`src/rtl/usb_ls_tx_pkg.sv`:
```
package usb_ls_tx_pkg;
  typedef enum logic [2:0] {
    ST_IDLE, ST_ACQ, ST_BITS, ST_EOP0, ST_EOP1, ST_JEND
  } tx_state_e;

  localparam logic [7:0] SYNC_BYTE = 8'h80;
  localparam logic [7:0] PID_ACK   = 8'hD2;
  localparam logic [7:0] PID_NAK   = 8'h5A;
  localparam int unsigned RUN_LIMIT = 6;
endpackage

```
`src/rtl/usb_ls_tx_timer.sv`:
```
module usb_ls_tx_timer #(
  parameter int unsigned CLK_PER_BIT = 8
) (
  input  logic clk_i,
  input  logic rst_ni,
  input  logic run_i,
  output logic tick_o
);
  localparam int unsigned CW = (CLK_PER_BIT > 1) ? $clog2(CLK_PER_BIT) : 1;
  localparam logic [CW-1:0] LAST = CW'(CLK_PER_BIT - 1);

  logic [CW-1:0] cnt_q;

  assign tick_o = run_i && (cnt_q == LAST);

  always_ff @(posedge clk_i or negedge rst_ni) begin
    if (!rst_ni)                 cnt_q <= '0;
    else if (!run_i || tick_o)   cnt_q <= '0;
    else                         cnt_q <= cnt_q + 1'b1;
  end
endmodule

```
`src/rtl/usb_ls_tx_stuffer.sv`:
```
module usb_ls_tx_stuffer #(
  parameter int unsigned RUN_LIMIT = 6,
  parameter int unsigned RW = $clog2(RUN_LIMIT + 1)
) (
  input  logic          lvl_i,
  input  logic [RW-1:0] run_i,
  input  logic          have_bit_i,
  input  logic          bit_i,
  output logic          lvl_o,
  output logic [RW-1:0] run_o,
  output logic          take_o,
  output logic          done_o
);
  localparam logic [RW-1:0] LIMIT = RW'(RUN_LIMIT);

  always_comb begin
    lvl_o  = lvl_i;
    run_o  = run_i;
    take_o = 1'b0;
    done_o = 1'b0;
    if (run_i == LIMIT) begin
      // forced toggle, no data consumed
      lvl_o = ~lvl_i;
      run_o = '0;
    end else if (have_bit_i) begin
      take_o = 1'b1;
      if (bit_i) begin
        run_o = run_i + 1'b1;
      end else begin
        lvl_o = ~lvl_i;
        run_o = '0;
      end
    end else begin
      done_o = 1'b1;
    end
  end
endmodule

```
`src/rtl/usb_ls_tx.sv`:
```
module usb_ls_tx
  import usb_ls_tx_pkg::*;
#(
  parameter int unsigned CLK_PER_BIT = 8,
  parameter int unsigned LEN_W       = 8
) (
  input  logic             clk_i,
  input  logic             rst_ni,
  input  logic             pkt_start_i,
  input  logic [LEN_W-1:0] pkt_len_i,
  input  logic [7:0]       pkt_byte_i,
  output logic             pkt_byte_rd_o,
  input  logic             hs_start_i,
  input  logic             hs_nak_i,
  output logic             dp_o,
  output logic             dm_o,
  output logic             oe_o,
  output logic             busy_o,
  output logic             addr_commit_o
);
  localparam int unsigned RW = $clog2(RUN_LIMIT + 1);

  tx_state_e        state_q;
  logic             lvl_q;      // 1 = J, 0 = K
  logic             se0_q;
  logic             oe_q;
  logic             commit_q;
  logic             is_hs_q;
  logic             have_bit_q;
  logic [7:0]       shreg_q;
  logic [7:0]       pid_q;
  logic [2:0]       bit_idx_q;
  logic [LEN_W-1:0] left_q;
  logic [RW-1:0]    run_q;

  logic             tick;
  logic             st_lvl, st_take, st_done;
  logic [RW-1:0]    st_run;
  logic             in_bits, last_bit, fetch;
  logic [7:0]       next_byte;

  usb_ls_tx_timer #(.CLK_PER_BIT(CLK_PER_BIT)) u_timer (
    .clk_i  (clk_i),
    .rst_ni (rst_ni),
    .run_i  (state_q != ST_IDLE),
    .tick_o (tick)
  );

  usb_ls_tx_stuffer #(.RUN_LIMIT(RUN_LIMIT), .RW(RW)) u_stuffer (
    .lvl_i      (lvl_q),
    .run_i      (run_q),
    .have_bit_i (have_bit_q),
    .bit_i      (shreg_q[0]),
    .lvl_o      (st_lvl),
    .run_o      (st_run),
    .take_o     (st_take),
    .done_o     (st_done)
  );

  assign in_bits   = (state_q == ST_ACQ) || (state_q == ST_BITS);
  assign last_bit  = (bit_idx_q == 3'd7);
  assign fetch     = in_bits && tick && st_take && last_bit && (left_q != '0);
  assign next_byte = is_hs_q ? pid_q : pkt_byte_i;

  assign pkt_byte_rd_o = fetch && !is_hs_q;
  assign busy_o        = (state_q != ST_IDLE);
  assign oe_o          = oe_q;
  assign dp_o          = oe_q && !se0_q && !lvl_q;
  assign dm_o          = oe_q && !se0_q &&  lvl_q;
  assign addr_commit_o = commit_q;

  always_ff @(posedge clk_i or negedge rst_ni) begin
    if (!rst_ni) begin
      state_q    <= ST_IDLE;
      lvl_q      <= 1'b1;
      se0_q      <= 1'b0;
      oe_q       <= 1'b0;
      commit_q   <= 1'b0;
      is_hs_q    <= 1'b0;
      have_bit_q <= 1'b0;
      shreg_q    <= '0;
      pid_q      <= '0;
      bit_idx_q  <= '0;
      left_q     <= '0;
      run_q      <= '0;
    end else begin
      commit_q <= 1'b0;
      unique case (state_q)
        ST_IDLE: begin
          if (hs_start_i || (pkt_start_i && pkt_len_i != '0)) begin
            state_q    <= ST_ACQ;
            oe_q       <= 1'b1;
            lvl_q      <= 1'b1;
            se0_q      <= 1'b0;
            shreg_q    <= SYNC_BYTE;
            bit_idx_q  <= '0;
            have_bit_q <= 1'b1;
            run_q      <= '0;
            is_hs_q    <= hs_start_i;
            pid_q      <= hs_nak_i ? PID_NAK : PID_ACK;
            left_q     <= hs_start_i ? LEN_W'(1) : pkt_len_i - 1'b1;
          end
        end
        ST_ACQ, ST_BITS: begin
          if (tick) begin
            if (st_done) begin
              state_q  <= ST_EOP0;
              se0_q    <= 1'b1;
              commit_q <= !is_hs_q;
            end else begin
              state_q <= ST_BITS;
              lvl_q   <= st_lvl;
              run_q   <= st_run;
              if (st_take) begin
                if (last_bit) begin
                  bit_idx_q <= '0;
                  if (left_q != '0) begin
                    shreg_q <= next_byte;
                    left_q  <= left_q - 1'b1;
                  end else begin
                    have_bit_q <= 1'b0;
                  end
                end else begin
                  shreg_q   <= {1'b0, shreg_q[7:1]};
                  bit_idx_q <= bit_idx_q + 1'b1;
                end
              end
            end
          end
        end
        ST_EOP0: if (tick) state_q <= ST_EOP1;
        ST_EOP1: begin
          if (tick) begin
            state_q <= ST_JEND;
            se0_q   <= 1'b0;
            lvl_q   <= 1'b1;
          end
        end
        ST_JEND: begin
          if (tick) begin
            state_q <= ST_IDLE;
            oe_q    <= 1'b0;
          end
        end
        default: state_q <= ST_IDLE;
      endcase
    end
  end
endmodule

```
`config.mk`:
```
export PLATFORM = sky130hd
export DESIGN_NAME = usb_ls_tx
export DESIGN_NICKNAME = d
export VERILOG_FILES = /design/src/rtl/usb_ls_tx_pkg.sv /design/src/rtl/usb_ls_tx_timer.sv /design/src/rtl/usb_ls_tx_stuffer.sv /design/src/rtl/usb_ls_tx.sv
export SDC_FILE = /design/constraint.sdc
export NUM_CORES = 1
export LEC_CHECK = 0
export BUFFER_PORTS_ARGS = -buffer_cell sky130_fd_sc_hd__buf_4
export CAP_MARGIN = 20
export CORE_MARGIN = 3
export CORE_UTILIZATION = 40
export DETAILED_ROUTE_END_ITERATION = 7
export GPL_TIMING_DRIVEN = 0
export SYNTH_ARGS = -nofsm -noshare
export SYNTH_HDL_FRONTEND = slang
export SYNTH_HIERARCHICAL = 1
export SYNTH_SLANG_ARGS = --single-unit
export TNS_END_PERCENT = 30
```
`constraint.sdc`:
```
create_clock -name clk_i -period 5.35 [get_ports clk_i]
set_input_delay 0.2675 -clock clk_i [delete_from_list [all_inputs] [get_ports clk_i]]
set_output_delay 0.2675 -clock clk_i [all_outputs]
set_load 0.005 [all_outputs]
```
## Word-level counts from Yosys, hierarchy flattened

Index checks and enable logic that the tools add are counted.
W data, S select, Z words.

- Output and inout port bits: 6
- Bits in registers: 42

- Mux-type cells: 64
- Reductions and logical operators: 35
- Eq/ne operators: 22
- Bitwise logic cells: 1
- Add/subtract/negate cells: 5

Operators with widths:

| kind | count |
|---|---|
| $mux W8 | 15 |
| $mux W3 | 16 |
| $pmux W8 S2 | 2 |
| $mux W1 | 24 |
| $ne A2 B2 Y1 const B | 11 |
| $reduce_and A7 Y1 | 3 |
| $reduce_and A5 Y1 | 4 |
| $reduce_bool A8 Y1 | 2 |
| $sub A8 B1 Y8 const B | 2 |
| $eq A3 B3 Y1 const B | 5 |
| $pmux W3 S5 | 1 |
| $pmux W3 S2 | 2 |
| $logic_and A1 B1 Y1 | 10 |
| $add A3 B1 Y3 const B | 3 |
| $eq A3 B2 Y1 const B | 2 |
| $ne A3 B2 Y1 const B | 2 |
| $pmux W1 S3 | 2 |
| $reduce_and A6 Y1 | 1 |
| $reduce_bool A3 Y1 | 2 |
| $logic_not A1 Y1 | 4 |
| $pmux W1 S2 | 2 |
| $reduce_bool A2 Y1 | 2 |
| $eq A3 B1 Y1 const B | 1 |
| $logic_not A3 Y1 | 1 |
| other kinds (6) | 8 |

## Depth between registers and ports, before layout

Gate-level depths: netlist of the first run.

- Depth in word-level cells: 7
- Gate-level depth with buffers: 10
- Mapped depth without buffers: 8

## Modules after synthesis

The synthesis of the first run kept the hierarchy.

Modules (own cells, without submodules):

| module | cells each | instances | sequential area each (um^2) | area each (um^2) |
|---|---|---|---|---|
| usb_ls_tx | 239 | 1 | 852.1 | 2207.1 |
| usb_ls_tx_timer | 9 | 1 | 75.1 | 137.6 |
| usb_ls_tx_stuffer | 18 | 1 | 0.0 | 130.1 |

## Worst setup path before layout of the first run

OpenSTA, ideal clock, no wires.

- Path kind: flip-flop to flip-flop
- Start: register u_timer.cnt_q[0]
- End: register left_q[0]
- Arrival: 2212 ps
- Slack: 3013 ps
- Clock period less this slack: 2337 ps
- Cell stages (with the launch flop): 9
- Cells stage by stage: dfrtp_1 -> ha_1 -> ha_1 -> and2_2 -> buf_2 -> and3b_1 -> o21ai_0 -> a221oi_1 -> mux2_2

- Word-level cells in the longest chain between the ends: 4

Ends and longest elaborated chain:

| element | RTL line | RTL |
|---|---|---|
| start: declaration | usb_ls_tx_timer.sv:12 | `logic [CW-1:0] cnt_q;` |
| start signal: assignment | usb_ls_tx_timer.sv:19 | `else cnt_q <= cnt_q + 1'b1;` |
| $eq A3 B3 Y1 | usb_ls_tx_timer.sv:14 | `assign tick_o = run_i && (cnt_q == LAST);` |
| $logic_and A1 B1 Y1 | usb_ls_tx_timer.sv:14 |  |
| named net tick | usb_ls_tx.sv:36 | `logic tick;` |
| $ne A2 B2 Y1 (no source line) | - |  |
| $reduce_and A7 Y1 (no source line) | - |  |
| end signal: assignment | usb_ls_tx.sv:101 | `left_q <= hs_start_i ? LEN_W'(1) : pkt_len_i - 1'b1;` |
| end signal: assignment | usb_ls_tx.sv:119 | `left_q <= left_q - 1'b1;` |
| end: declaration | usb_ls_tx.sv:33 | `logic [LEN_W-1:0] left_q;` |

The timed path passes the listed nets, and every way through them passes these cells.
A chain may end at the register's enable or synchronous reset.

## Final worst setup path of the first run

Ends and elaborated chain as after synthesis.

==> impl_metrics.json, run 1 <==
{
  "max-vdd-ir-drop_uv": 111,
  "grt_pass1_wl_microns": 9200,
  "cp_common_cell": "ha_1",
  "pwr-share-comb": 0.087,
  "row_count": 28,
  "antenna_left": 0,
  "syn_avg_cell_area_sq_um": 9.30,
  "syn_inst": 266,
  "p_leak_nw": 1.28,
  "synth_fa_ha_area_frac": 0.0546,
  "fp.dieW_microns": 84.7,
  "fp.dieH_microns": 84.7,
  "cts-root-buf": "clkbuf_8",
  "cp.arrival_ns": 2.97,
  "worst-setup-path-type": "reg2reg",
  "synth_edf_count": 0,
  "cts_buffer_depth": 2,
  "synth_top_area_share": 0.364,
  "die_area_sq_um": 7170,
  "holdBufCountCts": 1,
  "nFillCells": 589,
  "vias": 1973,
  "clkPwrFrac": 0.377,
  "rsz0062_at_grt": "false",
  "yosys-mux-area-fraction": 0.0996,
  "nets": 330,
  "antenna_cells": 0,
  "relSlewSlack": 0.404,
  "drt-wirelength-per-cell_microns": 14.1,
  "grt_pass1_vias": 1920,
  "synth_fp_nets": 297,
  "synth-main-ff-cell": "dfrtp_1",
  "grt.overflow.total": 0,
  "synth_area_leaders": "dfrtp_1 (36%), ha_1 (5.1%), mux2_4 (4.9%)",
  "setup_viol": 0,
  "yosysSeqAreaShare": 0.375,
  "required_ns": 5.52,
  "yosysWarnings": 6,
  "avgViaCountPerCell": 5.26,
  "slowest_delay_ns": 0.77,
  "coreArea_sq_um": 5960,
  "cts_setup_buffers": 0,
  "synth-seq-cells": 37,
  "outcome": "finished clean",
  "r2r_cells": 8,
  "wl_microns": 5300,
  "globalplace.congestion": 0.812,
  "cts_buffers": 5,
  "synth-compound-area-share": 0.188,
  "synth-xor-area-share": 0.0248,
  "clock_latency_ns": 0.29,
  "area_delta_synth_final_pct": 15.6,
  "drive_gt1_frac": 0.210,
  "p_sw_frac": 0.233,
  "drtPass1Iterations": 4,
  "antenna_found_initial": 0,
  "cts_resized": 0,
  "cts_tree": "yes",
  "worstPathBufferInverterCount": 1,
  "fmaxAchievable_mhz": 358,
  "clk_pin_slew_ns": 0.07,
  "synthTopCellsByCount": "dfrtp_1 (36), nor2_1 (25), o21ai_0 (18), nand2_1 (17), a21oi_1 (15)",
  "ios": 27,
  "synth_top_family_by_area": "simple AND/OR/NAND/NOR gates",
  "port_buffers": 25,
  "finalClockSkew_ns": 0.00888,
  "cts.htree.levels": 2,
  "hold_path.class": "in2reg",
  "critical_path.max_fanout": 10,
  "crit_chain": "ha_1, ha_1, and2_2, buf_2, and3b_1, o21ai_0, a221oi_1, mux2_2",
  "fin_crit_ns": 2.79,
  "slowest_stage": "a221oi_1",
  "final_util": 0.480,
  "dp_hpwl_microns": 3950,
  "synth.largest_area_cell": "dfrtp_1",
  "drt_iter0_markers": 92,
  "yosysUniqueCellTypes": 57,
  "async_reset_ff_frac": 1.00,
  "synth_most_common_cell": "dfrtp_1",
  "internal_power_uw": 414,
  "cp-start-kind": "register",
  "drc": 0,
  "drv_slew": 0,
  "hold_path_depth": 2,
  "fin_tns_setup_ns": 0,
  "max_cap_viol_count": 0,
  "path_depth": 8,
  "grt_use_total": 0.159,
  "grt_max_degree": 38,
  "synth_simple_gate_area_frac": 0.208,
  "worstMarginPinSlew_ns": 0.894,
  "finalHoldViolCount": 0,
  "path_delay_family": "compound AO/OA/AOI/OAI gates",
  "power_per_cell_area_nw_per_um2": 189,
  "start_util": 0.416,
  "cp-end-kind": "register",
  "p_switching_uw": 125,
  "seqPwrFrac": 0.536,
  "syn_area_sq_um": 2470,
  "cts_num_sinks": 37,
  "fin_crit_sh": 0.522
}
## routing by layer
| layer | track usage | up-vias | wire length [microns] |
|---|---|---|---|
| met5 | 0 | - | 0 |
| li1 | - | 1020 | - |
| met1 | 0.217 | 932 | 2680 |
| met3 | 0.0343 | 6 | 120 |
| met2 | 0.253 | 15 | 2430 |
| met4 | 0.0475 | 0 | 70 |
## cells by family (layout without fill, tap and decap cells)
| group | after synthesis | in the layout |
|---|---|---|
| compound gates | 70 | 70 |
| xor+xnor | 7 | 7 |
| fa+ha+maj | 11 | 11 |
| buf+inv | 28 | 62 |
| flops | 37 | 37 |
| mux | 20 | 20 |
| simple gates | 93 | 93 |
## state kept, by name, indices dropped and copies added, names as in the netlist
| signal | count |
|---|---|
| is_hs_q | 1 |
| lvl_q | 1 |
| left_q | 8 |
| oe_o | 1 |
| state_q | 3 |
| have_bit_q | 1 |
| bit_idx_q | 3 |
| shreg_q | 8 |
| se0_q | 1 |
| pid_q | 3 |
| run_q | 3 |
| u_timer/cnt_q | 3 |
| addr_commit_o | 1 |
## power by group through the flow
stage	clock [mW]	sequential [mW]	combinational (mW)
6_report	0.203	0.289	0.0469
5_1_grt	0.227	0.290	0.0529
4_1_cts	0.213	0.289	0.0479
3_5_place_dp	0	0.294	0.0472
3_3_place_gp	0	0.295	0.0467
2_1_floorplan	0	0.294	0.0238
## final timing paths
| check | startpoint | end | slack [ns] |
|---|---|---|---|
| hold / removal | hs_nak_i | pid_q[7]$_DFFE_PN0P_ | 0.18 |
| min in group asynchronous | rst_ni | shreg_q[5]$_DFFE_PN0P_ | 0.47 |
| hold reg to reg | u_timer/cnt_q[0]$_DFF_PN0_ | u_timer/cnt_q[0]$_DFF_PN0_ | 0.46 |
| setup reg to reg | u_timer/cnt_q[0]$_DFF_PN0_ | left_q[0]$_DFFE_PN0P_ | 2.56 |
| max in group asynchronous | rst_ni | lvl_q$_DFFE_PN1P_ | 4.51 |
| setup / recovery | u_timer/cnt_q[0]$_DFF_PN0_ | left_q[0]$_DFFE_PN0P_ | 2.56 |
## worst register-to-register path: stages, from the launching register on
cell and delay [ns]:
dfrtp_1 0.37, ha_1 0.16, ha_1 0.20, and2_2 0.15, buf_2 0.20, and3b_1 0.27
o21ai_0 0.14, a221oi_1 0.77, mux2_2 0.41
## metrics by stage
| step | power (mW) | hold WS [ns] | cells | setup slack (ns) | area, sq um |
|---|---|---|---|---|---|
| after floorplan | 0.317 | -0.0281 | 266 | 3.01 | 2470 |
| after global placement | 0.341 | 0.269 | 366 | 2.55 | 2760 |
| after detailed placement | 0.342 | 0.271 | 366 | 2.54 | 2760 |
| after CTS | 0.550 | 0.166 | 375 | 2.53 | 2860 |
| after global routing | 0.570 | 0.167 | 375 | 2.30 | 2860 |
| final | 0.539 | 0.177 | 375 | 2.56 | 2860 |
## placed cells by master (no fill, tap or decap), drive strengths merged, types with 8 or more instances in the layout
cell,n
nand2,17
dfrtp,36
a21oi,16
nor3,10
nand2b,8
clkbuf,16
ha,10
mux2,13
o21ai,20
nor2,25
buf,31
inv,13
## final cells by class
class / count / area [sq um] / area share
clock inverter: 1 / 7.51 / 0.00262
sequential: 37 / 927 / 0.324
multi-input combinational: 201 / 1420 / 0.497
timing repair buffer: 26 / 198 / 0.0691
tap: 75 / 93.8 / 0.0328
clock buffer: 7 / 86.3 / 0.0302
inverter: 13 / 48.8 / 0.0171
buffer: 15 / 76.3 / 0.0267
Power figures use the tool's default switching activity.
==> inputs of run 2 (changes only) <==
- clock period: 5.35 -> 2.25 ns (I/O delays scaled with it)
==> impl_metrics.json, run 2 (same netlist as run 1, synthesis figures left out) <==
{
  "finalClockSkew_ns": 0.0100,
  "nFillCells": 573,
  "required_ns": 2.43,
  "fin_crit_sh": 0.981,
  "fmaxAchievable_mhz": 453,
  "cts-root-buf": "clkbuf_8",
  "port_buffers": 25,
  "avgViaCountPerCell": 5.38,
  "wl_microns": 5630,
  "setup_viol": 0,
  "top_regs": "left_q (8), shreg_q (8)",
  "rsz0062_at_grt": "true",
  "cp-end-kind": "register",
  "antenna_cells": 0,
  "vias": 2086,
  "cp.arrival_ns": 2.39,
  "r2r_slack_ns": 0.04,
  "timing.final.ws_setup_ns": 0.0426,
  "mostFrequentLayoutCells": "buf_4 (39), dfrtp_1 (33), nor2_1 (24)",
  "drt-wirelength-per-cell_microns": 14.5,
  "cts_num_sinks": 37,
  "power_per_cell_area_nw_per_um2": 459,
  "multi_input_comb_area_sq_um": 1510,
  "max_cap_viol_count": 0,
  "post_dp_cell_area_sq_um": 2770,
  "outcome": "finished clean",
  "hold_path.class": "in2reg",
  "cp-start-kind": "register",
  "antenna_found_initial": 0,
  "coreArea_sq_um": 5960,
  "slowest_delay_ns": 0.38,
  "regArea_sq_um": 931,
  "globalplace.congestion": 0.809,
  "cts_buffers": 5,
  "worstMarginPinSlew_ns": 0.717,
  "drt_iter0_markers": 133,
  "cts.htree.levels": 2,
  "finalInstanceArea_sq_um": 3090,
  "relSlewSlack": 0.522,
  "grt_pass1_vias": 1948,
  "clk_pin_slew_ns": 0.08,
  "worstPathBufferInverterCount": 3,
  "start_util": 0.416,
  "antenna_left": 0,
  "die_area_sq_um": 7170,
  "grt_use_total": 0.166,
  "fp.dieW_microns": 84.7,
  "drv_slew": 0,
  "max-vdd-ir-drop_uv": 258,
  "row_count": 28,
  "drc": 0,
  "cts_tree": "yes",
  "grt_max_degree": 38,
  "slowest_stage": "dfrtp_1",
  "pre_cts_ws_ns": -0.346,
  "grt_pass1_wl_microns": 9630,
  "fin_crit_ns": 2.21,
  "finalHoldViolCount": 0,
  "drive_gt1_frac": 0.300,
  "area_delta_synth_final_pct": 24.7,
  "worst-setup-path-type": "reg2reg",
  "fp.dieH_microns": 84.7,
  "p_leak_nw": 1.37,
  "final_common_cell": "buf_4",
  "grt.overflow.total": 0,
  "drtPass1Iterations": 4,
  "critical_path.max_fanout": 8,
  "nets": 343,
  "ios": 27,
  "path_delay_family": "compound AO/OA/AOI/OAI gates",
  "dp_hpwl_microns": 3930,
  "crit_chain": "inv_2, ha_4, a21oi_4, nor4bb_2, a31oi_1, a21o_1, buf_6, a211o_4, buf_8, mux2_4",
  "cts_buffer_depth": 2,
  "clock_latency_ns": 0.29
}
-- run 2: area by class of cell --
class	count	share of cell area
timing repair buffer	39	0.0957
sequential	37	0.302
tap	75	0.0304
multi-input combinational	201	0.488
inverter	13	0.0158
buffer	15	0.0296
clock buffer	6	0.0268
clock inverter	2	0.0122
-- run 2: repair_timing --
item / in CTS / in global routing
hold buffers: 1 / 0
buffers inserted: 6 / 7
endpoints found under the setup margin: 23 / 20
pin swaps: 2 / 2
endpoints found under the hold margin: 36 / 0
gates resized for setup: 11 / 20
-- run 2: report_power, final --
group	internal, mW	total [mW]	leakage [nW]	switching [mW]
Combinational	0.0645	0.123	0.862	0.0587
Sequential	0.678	0.688	0.453	0.00955
Clock	0.361	0.607	0.0574	0.246
-- run 2: path summary, 6_finish.rpt --
| kind | start | cells past startpoint | to |
|---|---|---|---|
| hold reg to reg | pid_q[7]$_DFFE_PN0P_ | 2 | pid_q[7]$_DFFE_PN0P_ |
| max in group asynchronous | rst_ni | 2 | state_q[1]$_DFFE_PN0P_ |
| hold / removal | hs_nak_i | 2 | pid_q[7]$_DFFE_PN0P_ |
| setup reg to reg | run_q[0]$_DFFE_PN0P_ | 10 | shreg_q[4]$_DFFE_PN0P_ |
| min in group asynchronous | rst_ni | 2 | shreg_q[7]$_DFFE_PN0P_ |
| setup / recovery | run_q[0]$_DFFE_PN0P_ | 10 | shreg_q[4]$_DFFE_PN0P_ |
-- run 2: through the flow --
step / setup TNS [ns] / total power, mW / hold WS, ns / util / cells
after floorplan: 0 / 0.755 / -0.183 / - / 266
after global placement: -4.76 / 0.812 / 0.115 / 0.464 / 366
after detailed placement: -4.87 / 0.813 / 0.113 / 0.464 / 366
after CTS: -0.00962 / 1.43 / 0.0111 / 0.501 / 381
after global routing: -0.104 / 1.49 / 0.000879 / 0.518 / 388
final: 0 / 1.42 / 0.00881 / 0.518 / 388
-- run 2: worst reg2reg max path, stage by stage (launching register included) --
cell and delay, ns:
dfrtp_1 0.38, inv_2 0.07, ha_4 0.18, a21oi_4 0.14
nor4bb_2 0.22, a31oi_1 0.09, a21o_1 0.18, buf_6 0.13
a211o_4 0.27, buf_8 0.15, mux2_4 0.29
-- run 2: metal layers --
metal	up-vias	track usage	routed length, microns
li1	1050	-	-
met1	996	0.243	2830
met2	34	0.248	2580
met3	6	0.0353	151
met4	0	0.0446	67
met5	-	0	0
==> inputs of run 3 (changes only) <==
- BUFFER_PORTS_ARGS: -buffer_cell sky130_fd_sc_hd__buf_4 -> -buffer_cell sky130_fd_sc_hd__buf_2
==> impl_metrics.json, run 3 (same netlist as run 1, synthesis figures left out) <==
{
  "coreArea_sq_um": 5960,
  "cp-start-kind": "register",
  "avgViaCountPerCell": 5.40,
  "pre_cts_ws_ns": -0.335,
  "vias": 2058,
  "worst-setup-path-type": "reg2reg",
  "drive_gt1_frac": 0.291,
  "cp-end-kind": "register",
  "cts.htree.levels": 2,
  "mostFrequentLayoutCells": "dfrtp_1 (33), buf_2 (29), nor2_1 (24)",
  "power_per_cell_area_nw_per_um2": 474,
  "hold_path_depth": 2,
  "cts_buffers": 5,
  "relSlewSlack": 0.441,
  "setup_viol": 0,
  "cts_buffer_depth": 2,
  "finalInstanceArea_sq_um": 2960,
  "max-vdd-ir-drop_uv": 255,
  "crit_chain": "inv_2, ha_4, a21oi_4, nor4bb_4, a31oi_1, a21o_1, buf_6, a211o_2, buf_6, mux2_4",
  "required_ns": 2.43,
  "fin_crit_ns": 2.22,
  "worstMarginPinSlew_ns": 0.839,
  "final_common_cell": "dfrtp_1",
  "fin_crit_sh": 0.989,
  "clock_latency_ns": 0.29,
  "antenna_cells": 0,
  "grt.overflow.total": 0,
  "start_util": 0.416,
  "grt_pass1_wl_microns": 9510,
  "drt-wirelength-per-cell_microns": 14.3,
  "cp.arrival_ns": 2.41,
  "worstPathBufferInverterCount": 3,
  "drt_iter0_markers": 91,
  "ios": 27,
  "r2r_cells": 10,
  "max_cap_viol_count": 0,
  "grt_use_total": 0.161,
  "cts_tree": "yes",
  "drc": 0,
  "slowest_stage": "dfrtp_1",
  "final_util": 0.497,
  "cp_common_cell": "buf_6",
  "clk_pin_slew_ns": 0.08,
  "timing.final.ws_setup_ns": 0.0253,
  "post_dp_cell_area_sq_um": 2700,
  "antenna_found_initial": 0,
  "grt_pass1_vias": 2016,
  "nets": 336,
  "hold_path.class": "in2reg",
  "rsz0062_at_grt": "true",
  "regArea_sq_um": 931,
  "cts-root-buf": "clkbuf_8",
  "fp.dieH_microns": 84.7,
  "wl_microns": 5450,
  "row_count": 28,
  "drv_slew": 0,
  "globalplace.congestion": 0.789,
  "slowest_delay_ns": 0.37,
  "area_delta_synth_final_pct": 19.6,
  "path_depth": 10,
  "port_buffers": 25,
  "top_regs": "left_q (8), shreg_q (8)",
  "multi_input_comb_area_sq_um": 1500,
  "path_delay_family": "compound AO/OA/AOI/OAI gates",
  "p_leak_nw": 1.33,
  "finalHoldViolCount": 0,
  "critical_path.max_fanout": 10,
  "fp.dieW_microns": 84.7,
  "grt_max_degree": 38,
  "drtPass1Iterations": 4,
  "nFillCells": 592,
  "dp_hpwl_microns": 3910,
  "finalClockSkew_ns": 0.00630,
  "outcome": "finished clean",
  "antenna_left": 0,
  "fmaxAchievable_mhz": 450,
  "cts_num_sinks": 37,
  "die_area_sq_um": 7170
}
run 3: final timing paths:
check                                                 from                    endpoint  slack [ns]
worst min-delay path                              hs_nak_i        pid_q[7]$_DFFE_PN0P_        0.02
worst max-delay path                  run_q[0]$_DFFE_PN0P_      shreg_q[6]$_DFFE_PN0P_        0.03
min in group asynchronous                           rst_ni      shreg_q[5]$_DFFE_PN0P_        0.45
worst min register to register  u_timer/cnt_q[0]$_DFF_PN0_  u_timer/cnt_q[0]$_DFF_PN0_        0.46
worst max register to register        run_q[0]$_DFFE_PN0P_      shreg_q[6]$_DFFE_PN0P_        0.03
max in group asynchronous                           rst_ni       left_q[0]$_DFFE_PN0P_        1.21
run 3: layout make-up:
| type | instances | area share |
|---|---|---|
| buffer | 14 | 0.0262 |
| clock buffer | 6 | 0.0279 |
| clock inverter | 2 | 0.0127 |
| inverter | 13 | 0.0165 |
| multi-input combinational | 201 | 0.507 |
| sequential | 37 | 0.314 |
| tap | 75 | 0.0317 |
| timing repair buffer | 33 | 0.0634 |
run 3: repair_timing:
action | CTS | global route
gates resized for setup | 12 | 16
gates cloned | 0 | 0
hold endpoints to repair | 36 | 0
pin swaps | 2 | 1
hold buffers | 1 | 0
setup buffers | 5 | 2
endpoints found under the setup margin | 23 | 17
run 3: where the power goes:
group          switching, mW  internal, mW  total (mW)  leakage [nW]
clock network          0.247         0.360       0.607        0.0574
registers            0.00902         0.678       0.687         0.451
logic                 0.0566        0.0525       0.109         0.817
total                  0.312          1.09        1.40          1.33
run 3: worst register-to-register path: cells and delay by family (launching register included):
family | cells | cell delay (ns)
compound gates | 4 | 0.71
fa+ha+maj | 1 | 0.18
buf+inv | 3 | 0.36
flops | 1 | 0.37
mux | 1 | 0.30
simple gates | 1 | 0.20
run 3: per-stage QoR:
stage	instances	total power, mW	TNS, ns	hold WS, ns
6_report	381	1.40	0	0.0194
5_1_grt	381	1.46	-0.401	0.0159
4_1_cts	379	1.42	0	0.0211
3_5_place_dp	366	0.803	-4.13	0.266
3_3_place_gp	366	0.802	-4.33	0.275
2_1_floorplan	266	0.755	0	-0.183
run 3: routing by layer:
metal,vias up,GRT usage,share of wire
li1,1041,-,-
met1,966,0.225,0.48
met2,43,0.252,0.47
met3,8,0.0314,0.037
met4,0,0.0489,0.013
met5,-,0,0
